===== src/rtl/xfer_pkg.sv =====
package xfer_pkg;
  typedef enum logic [2:0] {
    PH_IDLE      = 3'd0,
    PH_COPY_UP   = 3'd1,
    PH_CLR_WORK  = 3'd2,
    PH_COPY_DOWN = 3'd3,
    PH_CLR_HOLD  = 3'd4
  } phase_t;
endpackage


===== src/rtl/xfer_word_bank.sv =====
module xfer_word_bank #(
  parameter int WIDTH = 8
) (
  input  logic             clk,
  input  logic             rst,
  input  logic             clr,
  input  logic             ld,
  input  logic [WIDTH-1:0] d,
  output logic [WIDTH-1:0] q
);
  always_ff @(posedge clk) begin
    if (rst || clr) q <= '0;
    else if (ld)    q <= d;
  end
endmodule


===== src/rtl/xfer_shift_net.sv =====
module xfer_shift_net #(
  parameter int WIDTH = 8
) (
  input  logic [WIDTH-1:0] src,
  input  logic             dir_left,
  input  logic             fill,
  output logic [WIDTH-1:0] displaced,
  output logic             lost_bit
);
  localparam int MSB = WIDTH - 1;

  for (genvar i = 0; i < WIDTH; i++) begin : g_bit
    logic from_right_neighbour;
    logic from_left_neighbour;
    if (i == 0) begin : g_lsb
      assign from_right_neighbour = fill;
    end else begin : g_lo
      assign from_right_neighbour = src[i-1];
    end
    if (i == MSB) begin : g_msb
      assign from_left_neighbour = fill;
    end else begin : g_hi
      assign from_left_neighbour = src[i+1];
    end
    assign displaced[i] = dir_left ? from_right_neighbour : from_left_neighbour;
  end

  assign lost_bit = dir_left ? src[MSB] : src[0];
endmodule


===== src/rtl/xfer_sequencer.sv =====
module xfer_sequencer (
  input  logic            clk,
  input  logic            rst,
  input  logic            start,
  output xfer_pkg::phase_t phase,
  output logic            busy,
  output logic            done
);
  import xfer_pkg::*;

  phase_t nxt;

  always_comb begin
    unique case (phase)
      PH_IDLE:      nxt = start ? PH_COPY_UP : PH_IDLE;
      PH_COPY_UP:   nxt = PH_CLR_WORK;
      PH_CLR_WORK:  nxt = PH_COPY_DOWN;
      PH_COPY_DOWN: nxt = PH_CLR_HOLD;
      PH_CLR_HOLD:  nxt = PH_IDLE;
      default:      nxt = PH_IDLE;
    endcase
  end

  always_ff @(posedge clk) begin
    if (rst) phase <= PH_IDLE;
    else     phase <= nxt;
  end

  assign busy = (phase != PH_IDLE);
  assign done = (phase == PH_CLR_HOLD);
endmodule


===== src/rtl/bidir_xfer_shifter.sv =====
module bidir_xfer_shifter #(
  parameter int WIDTH = 8
) (
  input  logic             clk,
  input  logic             rst,
  input  logic             shift_req,
  input  logic             shift_dir,
  input  logic             fill_in,
  input  logic             load_en,
  input  logic [WIDTH-1:0] load_data,
  output logic [WIDTH-1:0] work_q,
  output logic             busy,
  output logic             done,
  output logic             serial_out
);
  import xfer_pkg::*;

  phase_t           phase;
  logic             idle;
  logic             accept_load;
  logic             accept_shift;
  logic             cmd_left;
  logic             cmd_fill;
  logic [WIDTH-1:0] hold_q;
  logic [WIDTH-1:0] displaced;
  logic             lost_bit;
  logic [WIDTH-1:0] work_d;

  assign idle         = !busy;
  assign accept_load  = idle && load_en;
  assign accept_shift = idle && shift_req && !load_en;

  xfer_sequencer u_seq (
    .clk   (clk),
    .rst   (rst),
    .start (accept_shift),
    .phase (phase),
    .busy  (busy),
    .done  (done)
  );

  always_ff @(posedge clk) begin
    if (rst) begin
      cmd_left <= 1'b0;
      cmd_fill <= 1'b0;
    end else if (accept_shift) begin
      cmd_left <= shift_dir;
      cmd_fill <= fill_in;
    end
  end

  xfer_shift_net #(.WIDTH(WIDTH)) u_net (
    .src       (hold_q),
    .dir_left  (cmd_left),
    .fill      (cmd_fill),
    .displaced (displaced),
    .lost_bit  (lost_bit)
  );

  assign work_d = (phase == PH_COPY_DOWN) ? displaced : load_data;

  xfer_word_bank #(.WIDTH(WIDTH)) u_work (
    .clk (clk),
    .rst (rst),
    .clr (phase == PH_CLR_WORK),
    .ld  (accept_load || (phase == PH_COPY_DOWN)),
    .d   (work_d),
    .q   (work_q)
  );

  xfer_word_bank #(.WIDTH(WIDTH)) u_hold (
    .clk (clk),
    .rst (rst),
    .clr (phase == PH_CLR_HOLD),
    .ld  (phase == PH_COPY_UP),
    .d   (work_q),
    .q   (hold_q)
  );

  assign serial_out = (phase == PH_COPY_DOWN) && lost_bit;
endmodule


===== config.mk =====
export PLATFORM = sky130hd
export DESIGN_NAME = bidir_xfer_shifter
export DESIGN_NICKNAME = d
export VERILOG_FILES = /design/src/rtl/xfer_pkg.sv /design/src/rtl/xfer_word_bank.sv /design/src/rtl/xfer_shift_net.sv /design/src/rtl/xfer_sequencer.sv /design/src/rtl/bidir_xfer_shifter.sv
export SDC_FILE = /design/constraint.sdc
export NUM_CORES = 1
export LEC_CHECK = 0
export BUFFER_PORTS_ARGS = -buffer_cell sky130_fd_sc_hd__buf_2
export CAP_MARGIN = 20
export CORE_MARGIN = 3
export CORE_UTILIZATION = 50
export DETAILED_ROUTE_END_ITERATION = 10
export PLACE_DENSITY = 0.76
export SYNTH_ARGS = -nofsm -noshare
export SYNTH_HDL_FRONTEND = slang
export SYNTH_HIERARCHICAL = 1
export SYNTH_SLANG_ARGS = --single-unit
export TNS_END_PERCENT = 10

===== constraint.sdc =====
create_clock -name clk -period 4.07 [get_ports clk]
set_input_delay 0.814 -clock clk [delete_from_list [all_inputs] [get_ports clk]]
set_output_delay 0.814 -clock clk [all_outputs]
set_load 0.005 [all_outputs]

# Word level (Yosys, flattened, before mapping)
# Cells that the tools add are included.
# word_totals
regBits,21
input_bits,14
elab_cells,32
output_inout_bits,11
# classes
n_mux,12
n_reduce_logical,11
n_eq_ne,4
# op_table
cell,count
case mux 3 bit (4 select lines),1
two-way mux 1 bit,10
two-way mux 8 bit,1
"== test 3 x 2 -> 1 bit, second input constant",2
logical AND 1 bit,4
"== test 3 x 1 -> 1 bit, second input constant",1
"== test 3 bit, second input constant",1
logical NOT 3 bit,1
logical OR 1 bit,3
nonzero test 3 bit,1
logical NOT 1 bit,2

# Longest topological paths before layout
# Gate-level depths: netlist (run 1).
# logic_depth
depth_word,6
mapped_depth,6
depth_no_buf,4

# Modules after synthesis
# The synthesis (run 1) kept the hierarchy.
# modules_own_cells
mod,area_each_um2,seq_area_each_um2,instances,cells_each
xfer_word_bank,295.3,160.2,2,27
bidir_xfer_shifter,275.3,40.0,1,26
xfer_shift_net,146.4,0.0,1,10
xfer_sequencer,111.4,60.1,1,11

# Worst setup path after synthesis (run 1)
# Ideal clock, no wire load.
# synth_timing
kind,register -> output
from,register cmd_left
to,output serial_out
slack_ns,2.395
path_buffers,1
arrival_time_ns,0.861
stages_incl_launch_ff,5
path_cell_list,dfxtp_1 buf_6 mux2_4 inv_1 nor2_1
# synth_via
elab_chain_len,2
# synth_lines
element,line,text
from (decl),bidir_xfer_shifter.sv:22,logic cmd_left;
from (signal assigned),bidir_xfer_shifter.sv:47,cmd_left <= shift_dir;
two-way mux 1 bit,xfer_shift_net.sv:28,assign lost_bit = dir_left ? src[MSB] : src[0];
via lost_bit,bidir_xfer_shifter.sv:26,logic lost_bit;
logical AND 1 bit,bidir_xfer_shifter.sv:80,assign serial_out = (phase == PH_COPY_DOWN) && lost_bit;
to (decl),bidir_xfer_shifter.sv:14,output logic serial_out
# The timed path passes the listed nets, and every way through them passes these cells.

# Worst setup path in the final report (run 1)
# layout_timing
from,register u_seq.phase[1]
to,output serial_out
# layout_via
elab_chain_len,2
# layout_lines
element,line,text
from (decl),xfer_sequencer.sv:5,"output xfer_pkg::phase_t phase,"
from (signal assigned),xfer_sequencer.sv:26,else phase <= nxt;
== test 3 x 2 -> 1 bit,bidir_xfer_shifter.sv:80,
logical AND 1 bit,bidir_xfer_shifter.sv:80,
# Every way passes these cells.

==> metrics, run 1 <==
Design Power=435.7 uW; unrepaired setup endpoints after global routing=false; Gate power share=0.218; worst-margin pin slew=0.5959 ns; DR pass1 iterations=3; Worst setup EP type=output pin; io pins=25; Worst Hold Class=reg2reg; antenna diode count=0; final setup margin=1.636 ns; Crit Path Category=reg2out; worst-path cell chain=nand3b_1, nor2_1, buf_2; Mapped Avg Cell Area=11.12 um^2; Max Freq=0.4109 GHz; CTS tree=built; Final Cell Area=0.001260 mm^2; Warnings, synthesis=6; First DRT Iteration DRCs=9; I/O Buffers=24; switching share of power=0.2877; Clk pwr share=0.236; Post-Synth XOR/XNOR Area=0.007795; DIE HEIGHT=53.41 um; Int Power=310.3 uW; Slowest-stage cell, CP=dfxtp_1; total global routing overflow=0; Slew headroom=0.6016; Syn-to-layout area delta=12.14%; peak supply drop=248.1 uV; Post-Syn Nets=115; Final Skew=0.002713 ns; pwr/cell area=345.8 mW/mm^2; vias in the first global route=746; Max-Cap Viols=0; core area=0.002042 mm^2; crit path time final=2.434 ns; Antenna Nets Post-Route=0; Syn Std Cell Area=0.001124 mm^2; Final TNS setup=0 ns; clock buffer count from CTS=3; CTS max path bufs=2; Clock Pin Slew Worst Setup and Hold Paths=0.12 ns; mux contribution to synthesized area=0.3875; worst skew pair latency=0.30 ns; Simple-Gate Fraction of Synth Area=0.1659; crit-path max cell delay=0.50 ns; first-pass GRT wire length=3.346 mm; Detail Placement HPWL=1.583 mm; # clock sinks=21; Die Width=53.41 um; CP arrival=1.62 ns; Die ar.=0.002852 mm^2; final cell count without fillers=152; # H-tree levels=1; Starting Density=0.5502; status=finished, final reports clean; area share of fa/ha/maj cells after synthesis=0; Post-DP Area=0.001232 mm^2; Setup-failing EPs final=0; layout cell share with drive strength beyond 1=0.3920; CTS Hold Bufs=0; period utilization=0.5980; Post-Route Utilization=0.6170; # resized after CTS=0; number of instances in the placed design=148; Post CTS Setup Buffer Count=0; num rows=16; Overall Global Routing Usage=0.1605; Vias=767; Synth cell types=19; Req. time, crit path=3.26 ns; largest family of logic cells by synthesized area=multiplexers; Flop pwr share=0.547; Leakage=0.5840 nW; Detailed Route WL=2.053 mm; Min Hold Slack=0.5268 ns; number of antenna violations at the first check in global routing=0; P_sw=125.3 uW; Setup WS pre-CTS=1.970 ns; WP buf/inv=1; post-synthesis cell count=101; residual DRC count=0; routed len/inst=13.51 um; largest net degree at the start of global routing=13; post-DR vias/cell=5.046; top cell family by delay on the critical path=simple AND/OR/NAND/NOR gates; max-slew violations=0; Synth Area in Compound Gates=0.004454; post-synthesis sequential area ratio=0.3742; critical path fanouts, max=10; Root Driver=clkbuf_4; crit start category=flop; r2r setup slk=2.27 ns; Nets=140; post-synthesis register bit count=21; Hold Fails Final Rpt=0; final estimated routing congestion in global placement=0.7321
==> logic make-up (layout without fill, tap and decap cells) <==
family          Yosys count  after routing
flops                    21             21
buf+inv                   8             32
compound gates            1              1
simple gates             35             35
mux                      35             35
xor+xnor                  1              1
==> state kept, by name (all words and copies together), names as in the netlist <==
register and flops:
cmd_left 1, u_hold/q 8, cmd_fill 1, u_work/q 8, u_seq/phase 3
==> cell usage in the layout, fill, tap and decap left out <==
| cell | Yosys | routed |
|---|---|---|
| buf_4 | 2 | 2 |
| mux2_4 | 17 | 17 |
| buf_2 | 0 | 24 |
| nand3b_1 | 1 | 1 |
| nand2_1 | 1 | 1 |
| mux2i_1 | 18 | 18 |
| nor4_1 | 1 | 1 |
| nand2b_1 | 4 | 4 |
| nor3_1 | 1 | 1 |
| or3_1 | 1 | 1 |
| or2_1 | 2 | 2 |
| nor3_2 | 1 | 1 |
| nor3b_2 | 1 | 1 |
| nor2_1 | 18 | 18 |
| nor3b_1 | 4 | 4 |
| clkbuf_4 | 0 | 3 |
| inv_1 | 2 | 2 |
| o21ai_0 | 1 | 1 |
| xnor2_1 | 1 | 1 |
| clkinv_2 | 0 | 1 |
| dfxtp_1 | 21 | 21 |
==> layout make-up <==
class | count | area (um^2)
fillers | 184 | 782.0
clock buffers | 3 | 22.52
repair buffers | 26 | 135.1
flip-flops and latches | 21 | 420.4
well taps | 27 | 33.78
multi-input cells | 72 | 635.6
clock inverters | 1 | 5.005
inverters | 2 | 7.507
==> worst min-delay path, cell delays in order, from the launching register on <==
cell and delay, ns:
dfxtp_1 0.36, nand2b_1 0.08, mux2i_1 0.06
==> power by group through the flow <==
stage	Combinational (mW)	Sequential [mW]	Clock [mW]
global placement	0.0941	0.241	0
global route	0.105	0.240	0.111
detailed placement	0.0958	0.243	0
CTS	0.0964	0.238	0.104
finish	0.0949	0.238	0.103
floorplan	0.0733	0.238	0
==> metal layers <==
layer  share of wire  wire length [um]  vias to the layer above  track usage
met4               0                 0                        0      0.03830
li1                -                 -                      396            -
met2            0.47               955                       16       0.2612
met1            0.49               998                      355       0.2120
met3           0.048                99                        0      0.03662
met5               0                 0                        -            0
==> synth_stat cells, drive strengths merged <==
| master | count | area [um^2] |
|---|---|---|
| or3 | 1 | 6.260 |
| nor4 | 1 | 6.260 |
| o21ai | 1 | 5.000 |
| xnor2 | 1 | 8.760 |
| nor3b | 5 | 42.54 |
| or2 | 2 | 12.51 |
| mux2 | 17 | 255.2 |
| nand2 | 1 | 3.750 |
| nor2 | 18 | 67.56 |
| nand3b | 1 | 7.510 |
| dfxtp | 21 | 420.4 |
| mux2i | 18 | 180.2 |
| buf | 6 | 60.05 |
| nor3 | 2 | 15.01 |
| nand2b | 4 | 25.02 |
| inv | 2 | 7.510 |
==> final timing paths <==
path / start / endpoint / cells past startpoint
setup / recovery: u_seq/phase[1] / serial_out / 3
hold reg to reg: cmd_fill / cmd_fill / 2
setup reg to reg: u_seq/phase[1] / u_work/q[6] / 5
hold / removal: cmd_fill / cmd_fill / 2
(Power assumes the default switching activity.)
==> inputs of run 2 (changes only) <==
Settings changed: ABC_AREA set to 1, CORE_UTILIZATION 50 to 48, PLACE_DENSITY 0.76 to 0.75.
Clock period 4.07 ns to 2.05 ns, I/O delays scaled along.
==> run 2 against run 1 <==
Compared with the run above: clock power increased by 98%; synthesized area up 12%; critical path depth is the same; hold slack worse by 0.12 ns; non-clock buffer count did not move; critical path type unchanged; die area rose by 14%; largest power group unchanged; final cell count up 64%.
==> metrics, run 2 <==
residual DRC count=0; r2r setup slk=0.60 ns; Worst Hold Class=in2reg; Max-Cap Viols=0; CTS tree=built; Synth top cells by count=nand2_1 (71), nor2_1 (41), inv_1 (32); Leakage=0.7328 nW; CTS max path bufs=2; clock buffer count from CTS=3; # resized after CTS=0; Post-synth EDFFs=0; layout cell share with drive strength beyond 1=0.2252; Syn-to-layout area delta=10.37%; critical path fanouts, max=18; Overall Global Routing Usage=0.1647; post-synthesis sequential area ratio=0.3350; # H-tree levels=1; final estimated routing congestion in global placement=0.8267; unrepaired setup endpoints after global routing=false; Mapped Avg Cell Area=6.338 um^2; Setup-failing EPs final=0; Req. time, crit path=1.64 ns; worst reg2reg path depth=6; pwr/cell area=672.5 mW/mm^2; Min Hold Slack=0.4060 ns; Hold Fails Final Rpt=0; routed len/inst=9.736 um; First DRT Iteration DRCs=30; core area=0.002340 mm^2; Antenna Nets Post-Route=0; antenna diode count=0; post-DR vias/cell=4.520; Worst setup EP type=output pin; # clock sinks=21; Yosys top cell by area=dfxtp_1; CP arrival=1.36 ns; ys async rst share=0; Synth cell types=17; Vias=1,130; Starting Density=0.5364; Synth top area share=0.3350; Detailed Route WL=2.434 mm; num rows=17; Worst Setup SP=u_seq/phase[0]; DIE HEIGHT=57.13 um; Setup WS pre-CTS=0.6073 ns; commonest cells after routing, fill and taps aside=nand2_1 (71), nor2_1 (41), inv_1 (32); number of antenna violations at the first check in global routing=0; Detail Placement HPWL=1.863 mm; first-pass GRT wire length=4.236 mm; worst r2r src=u_seq/phase[0]; hold path depth=3; max-slew violations=0; io pins=25; Design Power=931.5 uW; crit start category=flop; most common cell after layout, fill and taps aside=nand2_1; Syn Std Cell Area=0.001255 mm^2; Final TNS setup=0 ns; largest net degree at the start of global routing=19; Slew headroom=0.6267; FILL cells=247; Post-Syn Nets=212; Die Width=57.13 um; crit path time final=1.766 ns; Root Driver=clkbuf_4; hold endpoint=cmd_fill; Crit Path Category=reg2out; Warnings, synthesis=6; I/O Buffers=24; count leader, synth=nand2_1; final setup margin=0.2835 ns; DR pass1 iterations=4; CTS Hold Bufs=0; R2R Path End=u_work/q[0]; worst-margin pin slew=0.5557 ns; Nets=237; Die ar.=0.003264 mm^2; worst skew pair latency=0.30 ns; Final Skew=0.002376 ns; Max Freq=0.5661 GHz; period utilization=0.8617; Top Registers=u_hold/q x8, u_work/q x8, u_seq/phase x3; largest cells by area after synthesis=dfxtp_1 (33%), nand2_1 (21%), nor2_1 (12%), inv_1 (9.6%), o21ai_2 (5.6%); Top FF cell, synth=dfxtp_1; Post CTS Setup Buffer Count=0; post-synthesis cell count=198; vias in the first global route=1,001; peak supply drop=450.6 uV; post-synthesis register bit count=21; total global routing overflow=0; status=finished, final reports clean; min-delay src=shift_req; Clock Pin Slew Worst Setup and Hold Paths=0.12 ns
[run 2: cell count changes in the layout (fill, tap and decap cells not counted), moves of 3 or more]
cell | before | now
nor3b_1 | 4 | 1
mux2_4 | 17 | 0
nand2b_1 | 4 | 0
o21ai_2 | 0 | 8
nand2_2 | 0 | 4
mux2i_1 | 18 | 0
nor2_1 | 18 | 41
inv_1 | 2 | 32
nand2_1 | 1 | 71
[run 2: worst max-delay path by stage]
stage	endpoint	slack, ns	cells past startpoint
detailed placement	u_work/q[0]	0.61	6
floorplan	u_work/q[3]	0.69	8
CTS	serial_out	0.27	3
finish	serial_out	0.28	3
global route	serial_out	0.18	3
global placement	u_work/q[0]	0.64	6
[run 2: metrics by stage]
| step | area [um^2] | instances | util |
|---|---|---|---|
| after floorplan | 1255 | 198 | - |
| after global placement | 1358 | 246 | 0.5802 |
| after CTS | 1385 | 250 | 0.5920 |
| final | 1385 | 250 | 0.5920 |
| after global routing | 1385 | 250 | 0.5920 |
| after detailed placement | 1358 | 246 | 0.5802 |
[run 2: power breakdown]
group          internal, mW  total [mW]  leakage [nW]  switching [mW]
logic                0.0976       0.237         0.543           0.139
clock network        0.0728       0.204        0.0177           0.131
registers             0.450       0.491         0.172          0.0405
[run 2: worst max-delay path, cell delays in order, from the launching register on]
cell and delay, ns:
dfxtp_1 0.52, nand3_4 0.28, nor2_2 0.13, buf_2 0.12
[run 2: final cells by class]
cell class	count	area, um^2	area share
multi-input cells	138	643.1	0.4643
repair buffers	26	135.1	0.09756
well taps	28	35.03	0.02529
flip-flops and latches	21	420.4	0.3035
inverters	33	123.9	0.08943
clock buffers	3	22.52	0.01626
clock inverters	1	5.005	0.003613
[run 2: kinds of logic (layout without fill, tap and decap cells)]
| family | count (synthesis) | in the layout | share of synthesized area |
|---|---|---|---|
| and+or+nand+nor | 127 | 127 | 0.4447 |
| DFF | 21 | 21 | 0.3350 |
| AOI/OAI and AO/OA | 11 | 11 | 0.06780 |
| buffers and inverters | 39 | 63 | 0.1525 |
[run 2: per-layer routing]
layer	up-vias	track usage	share of wire
li1	626	-	-
met1	481	0.2448	0.54
met2	19	0.2382	0.41
met3	4	0.02036	0.031
met4	0	0.06954	0.014
met5	-	0	0
